### src/rtl/scsi_hs_pkg.sv
package scsi_hs_pkg;
  typedef enum logic [2:0] {
    ST_IDLE,
    ST_LOAD,
    ST_SETUP,
    ST_TX_ACK,
    ST_RX_ACK,
    ST_SAMPLE,
    ST_REL
  } hs_state_e;

  function automatic int ns_to_cycles(input int clk_mhz, input int ns);
    int raw;
    raw = (clk_mhz * ns + 999) / 1000;
    return (raw < 1) ? 1 : raw;
  endfunction
endpackage

### src/rtl/scsi_hs_sync.sv
module scsi_hs_sync #(
  parameter int STAGES = 2
) (
  input  logic clk_i,
  input  logic rst_ni,
  input  logic d_i,
  output logic q_o
);
  logic [STAGES-1:0] sh_q;

  always_ff @(posedge clk_i or negedge rst_ni) begin
    if (!rst_ni) sh_q <= '0;
    else         sh_q <= {sh_q[STAGES-2:0], d_i};
  end

  assign q_o = sh_q[STAGES-1];
endmodule

### src/rtl/scsi_hs_timer.sv
module scsi_hs_timer #(
  parameter int LIMIT = 20
) (
  input  logic clk_i,
  input  logic rst_ni,
  input  logic run_i,
  output logic exp_o
);
  localparam int TW = (LIMIT < 2) ? 1 : $clog2(LIMIT + 1);
  localparam logic [TW-1:0] LAST = TW'(LIMIT - 1);

  logic [TW-1:0] cnt_q;

  always_ff @(posedge clk_i or negedge rst_ni) begin
    if (!rst_ni)     cnt_q <= '0;
    else if (!run_i) cnt_q <= '0;
    else if (cnt_q != LAST) cnt_q <= cnt_q + 1'b1;
  end

  assign exp_o = run_i && (cnt_q == LAST);
endmodule

### src/rtl/scsi_hs_engine.sv
module scsi_hs_engine
  import scsi_hs_pkg::*;
#(
  parameter int CLK_MHZ  = 200,
  parameter int SETUP_NS = 100,
  parameter int CNT_W    = 8
) (
  input  logic             clk_i,
  input  logic             rst_ni,
  input  logic             start_i,
  input  logic             to_host_i,
  input  logic [CNT_W-1:0] count_i,
  input  logic [7:0]       wdata_i,
  output logic [7:0]       rdata_o,
  output logic             busy_o,
  output logic             done_o,
  output logic             aborted_o,
  input  logic             bus_rst_i,
  input  logic             ack_i,
  output logic             req_o,
  input  logic [7:0]       db_i,
  output logic [7:0]       db_o,
  output logic             db_oe_o
);
  localparam int SETUP_CYC = ns_to_cycles(CLK_MHZ, SETUP_NS);

  hs_state_e        state_q;
  logic [CNT_W-1:0] left_q;
  logic             dir_q;
  logic             ack_s;
  logic             tmr_run;
  logic             tmr_exp;

  scsi_hs_sync #(.STAGES(2)) u_ack_sync (
    .clk_i  (clk_i),
    .rst_ni (rst_ni),
    .d_i    (ack_i),
    .q_o    (ack_s)
  );

  assign tmr_run = (state_q == ST_SETUP) || (state_q == ST_SAMPLE);

  scsi_hs_timer #(.LIMIT(SETUP_CYC)) u_tmr (
    .clk_i  (clk_i),
    .rst_ni (rst_ni),
    .run_i  (tmr_run),
    .exp_o  (tmr_exp)
  );

  assign busy_o = (state_q != ST_IDLE);

  always_ff @(posedge clk_i or negedge rst_ni) begin
    if (!rst_ni) begin
      state_q   <= ST_IDLE;
      left_q    <= '0;
      dir_q     <= 1'b0;
      req_o     <= 1'b0;
      db_oe_o   <= 1'b0;
      db_o      <= '0;
      rdata_o   <= '0;
      done_o    <= 1'b0;
      aborted_o <= 1'b0;
    end else begin
      done_o    <= 1'b0;
      aborted_o <= 1'b0;
      if (state_q != ST_IDLE && bus_rst_i) begin
        state_q   <= ST_IDLE;
        req_o     <= 1'b0;
        db_oe_o   <= 1'b0;
        aborted_o <= 1'b1;
      end else begin
        unique case (state_q)
          ST_IDLE: if (start_i) begin
            left_q  <= count_i;
            dir_q   <= to_host_i;
            state_q <= ST_LOAD;
          end
          ST_LOAD: begin
            if (left_q == '0) begin
              state_q <= ST_IDLE;
            end else begin
              left_q <= left_q - 1'b1;
              if (dir_q) begin
                db_o    <= wdata_i;
                db_oe_o <= 1'b1;
                state_q <= ST_SETUP;
              end else begin
                req_o   <= 1'b1;
                state_q <= ST_RX_ACK;
              end
            end
          end
          ST_SETUP: if (tmr_exp) begin
            req_o   <= 1'b1;
            state_q <= ST_TX_ACK;
          end
          ST_TX_ACK: if (ack_s) begin
            // data and REQ released on the same edge
            req_o   <= 1'b0;
            db_oe_o <= 1'b0;
            state_q <= ST_REL;
          end
          ST_RX_ACK: if (ack_s) state_q <= ST_SAMPLE;
          ST_SAMPLE: if (tmr_exp) begin
            rdata_o <= db_i;
            req_o   <= 1'b0;
            state_q <= ST_REL;
          end
          ST_REL: if (!ack_s) begin
            done_o  <= 1'b1;
            state_q <= ST_LOAD;
          end
          default: state_q <= ST_IDLE;
        endcase
      end
    end
  end

  p_setup_first_r1: assert property (@(posedge clk_i) disable iff (!rst_ni)
    ($rose(req_o) && dir_q) |-> $past(db_oe_o));
  p_release_pair_r2: assert property (@(posedge clk_i) disable iff (!rst_ni)
    $fell(db_oe_o) |-> !req_o);
  p_rx_no_drive_r3: assert property (@(posedge clk_i) disable iff (!rst_ni)
    (busy_o && !dir_q) |-> !db_oe_o);
  p_done_pulse_r4: assert property (@(posedge clk_i) disable iff (!rst_ni)
    done_o |=> !done_o);
  p_abort_quiet_r6: assert property (@(posedge clk_i) disable iff (!rst_ni)
    aborted_o |-> (!req_o && !db_oe_o && !busy_o && !done_o));
  p_idle_quiet_r8: assert property (@(posedge clk_i) disable iff (!rst_ni)
    !busy_o |-> (!req_o && !db_oe_o));
endmodule

### config.mk
export PLATFORM = sky130hd
export DESIGN_NAME = scsi_hs_engine
export DESIGN_NICKNAME = d
export VERILOG_FILES = /design/src/rtl/scsi_hs_pkg.sv /design/src/rtl/scsi_hs_sync.sv /design/src/rtl/scsi_hs_timer.sv /design/src/rtl/scsi_hs_engine.sv
export SDC_FILE = /design/constraint.sdc
export NUM_CORES = 1
export LEC_CHECK = 0
export ABC_AREA = 0
export BUFFER_PORTS_ARGS = -buffer_cell sky130_fd_sc_hd__buf_2
export CAP_MARGIN = 25
export CORE_AREA = 2 2 68 70
export CTS_BUF_LIST = sky130_fd_sc_hd__clkbuf_4 sky130_fd_sc_hd__clkbuf_8 sky130_fd_sc_hd__clkbuf_16
export CTS_CLUSTER_DIAMETER = 60
export CTS_CLUSTER_SIZE = 20
export DETAILED_ROUTE_END_ITERATION = 7
export DIE_AREA = 0 0 70 72
export PLACE_DENSITY = 0.73
export REMOVE_ABC_BUFFERS = 1
export SYNTH_ARGS = -nofsm -noshare
export SYNTH_HDL_FRONTEND = slang
export SYNTH_SLANG_ARGS = --single-unit
### constraint.sdc
create_clock -name clk_i -period 1.84 [get_ports clk_i]
set_input_delay 0 -clock clk_i [delete_from_list [all_inputs] [get_ports clk_i]]
set_output_delay 0 -clock clk_i [all_outputs]
set_load 0.01 [all_outputs]
==> impl_metrics.csv <==
group,metric,value,unit
worst_setup_path,crit_type,"flip-flop to flip-flop",
min_path,hold_class,"primary input to flip-flop",
yosys,yosysMostFrequentCell,"dfrtp_1",
global_route,grt_max_degree,40,
worst_setup_path,cpMostUsedCell,"buf_4",
drt,post_drt_wl_per_cell,13.84,um
layout,final_layout_size_suffix_gt1_share,42.20,%
sta,drv_slew,0,
pwr,power.leakage,1.360,nW
sta,hold_violations,0,
pwr,sequentialPowerShare,33.5,%
clock_network,cts_tree,"done",
worst_setup_path,end_kind,"flip-flop",
sta,setup_viol,0,
worst_setup_path,critPathBufInv,4,
yosys,synth.top_cell.area_share,49.37,%
worst_setup_path,critPathMaxFanout,5,
worst_setup_path,crit_slowest_cell,"dfrtp_1",
floorplanning,core_area,4264,sq um
yosys,synth_edf_count,0,
yosys,ys_seq_area_share,49.37,%
layout,n_antenna_cell,0,
sta,final.period_utilization,96.72,%
placement,placement.io_buffers,50,
yosys,async_flop_share,100.0,%
pwr,powerDensity,1444,nW/um^2
floorplanning,start_util,46.36,%
worst_setup_path,critPathArrivalTime,1.96,ns
clock_network,clock_sinks,39,
yosys,synth_cell_types,45,
yosys,synthCells,179,
global_route,grt-ovfl-total,0,
clock_network,clockBufferDepth,2,
clock_network,path_clk_slew,0.08,ns
pwr,switching_share,36.67,%
clock_network,clk_latency,0.30,ns
yosys,ys_top_cells_by_count,"dfrtp_1 (39), nor2_1 (18), nand2_1 (12), a21oi_1 (9), nand3_1 (9)",
drt,vias_per_cell,5.204,
worst_setup_path,max_stage_delay,0.40,ns
drt,finalWirelength,4.622,mm
floorplanning,die_w,70,um
yosys,yosys_warnings,0,
pwr,pwr-share-clk,18.1,%
floorplanning,dieHeight,72,um
sta,fin_hold_ws,0.01271,ns
yosys,ys_ff_latch,39,
placement,dpl_cell_area,2452,sq um
global_route,grt_pass1_vias,1702,
yosys,synth_area_leader_cell,"dfrtp_1",
pwr,p_int,2.624,mW
worst_setup_path,cp.required,2.02,ns
layout,area_growth,45.19,%
sta,fmax,0.5619,GHz
layout,final_nets,313,
sta,clock_skew,0.01076,ns
worst_setup_path,crit_chain,"inv_2 > ha_2 > nor3b_4 > nand3_2 > buf_4 > a21boi_4 > buf_2 > buf_4 > o22ai_1",
pwr,pwr-share-comb,48.3,%
drt,ant_nets,0,
sta,min_period,1.780,ns
yosys,yosys-top-cells-area,"dfrtp_1 (49%), mux2_4 (6.1%), nor2_1 (3.4%)",
drt,dr_total_vias,1738,
sta,worstMarginPinSlew,0.8626,ns
pwr,switchingPower,1.520,mW
worst_setup_path,critPathTopFamily,"buffers and inverters",
worst_setup_path,worstSetupStartpointType,"flip-flop",
floorplanning,num_rows,24,
drt,drtIter0Drc,159,
sta,max_slew_margin,42.50,%
yosys,synth_top_flop_cell,"dfrtp_1",
layout,final_cell_area,2870,sq um
layout,multiInputGateArea,987.2,sq um
clock_network,root_buffer,"clkbuf_8",
global_route,grt_pass1_wl,7.845,mm
drt,route.detailed.drc,0,
drt,drtPass1Iterations,4,
global_route,grt_usage,19.49,%
yosys,syn_area,1977,sq um
floorplanning,ioPinCount,51,
layout,seq_area,977.2,sq um
status,status,"finished clean",
pwr,vdd_drop_max,0.9101,mV
placement,dp_hpwl,3.015,mm
job,maxCapViolCount,0,
yosys,syn_avg_cell_area,11.04,sq um
placement,gp_congestion,0.8645,
floorplanning,dieArea,5040,sq um
clock_network,htreeDepth,2,
layout,fill_cells,331,
global_route,antenna_found_initial,0,
clock_network,cts_made_buffers,5,
==> metrics by stage <==
step                power, mW  setup WS [ns]  TNS (ns)  utilization (%)  cells
CTS                     3.947       0.004952         0            65.32    328
floorplan               2.409       -0.01588  -0.02215                -    172
global route            4.456       -0.02949  -0.09689            67.31    334
detailed placement      3.148      0.0007599         0            57.51    298
finish                  4.144        0.06032         0            67.31    334
global placement        3.093        0.06954         0            57.51    298
==> registers in the layout, indices dropped and copies added, names as in the netlist <==
| name | count |
|---|---|
| u_tmr.cnt_q | 5 |
| db_o | 8 |
| rdata_o | 8 |
| left_q | 8 |
| done_o | 1 |
| dir_q | 1 |
| aborted_o | 1 |
| db_oe_o | 1 |
| u_ack_sync.sh_q | 2 |
| req_o | 1 |
| state_q | 3 |
==> power by group through the flow <==
| stage | clock network [mW] | registers, mW | logic, mW |
|---|---|---|---|
| after global placement | 0 | 1.38 | 1.72 |
| after CTS | 0.765 | 1.38 | 1.80 |
| after global routing | 0.807 | 1.43 | 2.21 |
| after detailed placement | 0 | 1.39 | 1.75 |
| after floorplan | 0 | 1.45 | 0.960 |
| final | 0.752 | 1.39 | 2.00 |
==> logic make-up after synthesis <==
| family | synth area share, % |
|---|---|
| AO/OA/AOI/OAI | 13.86 |
| XOR/XNOR | 1.772 |
| adder cells (fa/ha/maj) | 1.266 |
| buffers and inverters | 2.405 |
| flip-flops | 49.37 |
| multiplexers | 12.91 |
| AND/OR/NAND/NOR | 18.42 |
==> cell usage in the layout (no fill, tap or decap), types with 2 or more instances in the layout <==
master         instances
buf_6                  2
nand3_1                8
or3_1                  2
a2bb2oi_1              5
o21ai_0                7
mux2_1                 6
o32a_1                 2
clkbuf_8               6
buf_2                 51
nand2_1               12
dfrtp_1               38
a21o_1                 3
nand2b_1               3
mux2_2                 6
o21ai_1                2
xor2_1                 3
nor2b_1                2
buf_4                 28
mux2_4                 8
dlygate4sd3_1         20
nor3_1                 4
a21oi_1                9
ha_2                   2
inv_2                  3
o22ai_1                5
nor2_1                18
==> per-layer routing <==
layer | GRT usage [%] | vias to the layer above | wire length, um | share of wire [%]
li1 | - | 853 | - | -
met1 | 26.02 | 837 | 2139 | 46
met2 | 31.96 | 41 | 2230 | 48
met3 | 4.722 | 7 | 196 | 4.2
met4 | 5.769 | 0 | 56 | 1.2
met5 | 0 | - | 0 | 0
==> timing repair <==
| item | in CTS | in global routing |
|---|---|---|
| setup buffers | 2 | 5 |
| setup endpoints to repair | 1 | 18 |
| cloned | 0 | 1 |
| endpoints found under the hold margin | 58 | 0 |
| pin swaps | 0 | 4 |
| hold buffers | 20 | 0 |
| resized for setup | 0 | 13 |
==> tightest hold or removal path, delay by kind of cell <==
family	cells	cell delay, ns
compound gates	2	0.19
buf+inv	1	0.08
==> area by class of cell <==
type                    count  share of cell area (%)
multi-input cells         129                   34.39
flip-flops and latches     39                   34.05
repair buffers            102                   24.67
clock buffers               6                   2.877
well taps                  52                   2.267
clock inverters             2                   1.221
inverters                   4                  0.5231
==> path summary, 6_finish.rpt <==
| kind | startpoint | endpoint | slack [ns] | cells after the start |
|---|---|---|---|---|
| max | left_q[1] | left_q[7] | 0.06 | 9 |
| min reg2reg | u_ack_sync.sh_q[0] | u_ack_sync.sh_q[1] | 0.35 | 0 |
| max in group asynchronous | rst_ni | state_q[2] | 0.87 | 2 |
| max reg2reg | left_q[1] | left_q[7] | 0.06 | 9 |
| min | count_i[7] | left_q[7] | 0.01 | 3 |
| min in group asynchronous | rst_ni | left_q[4] | 0.38 | 2 |
Power figures use the tool's default switching activity.
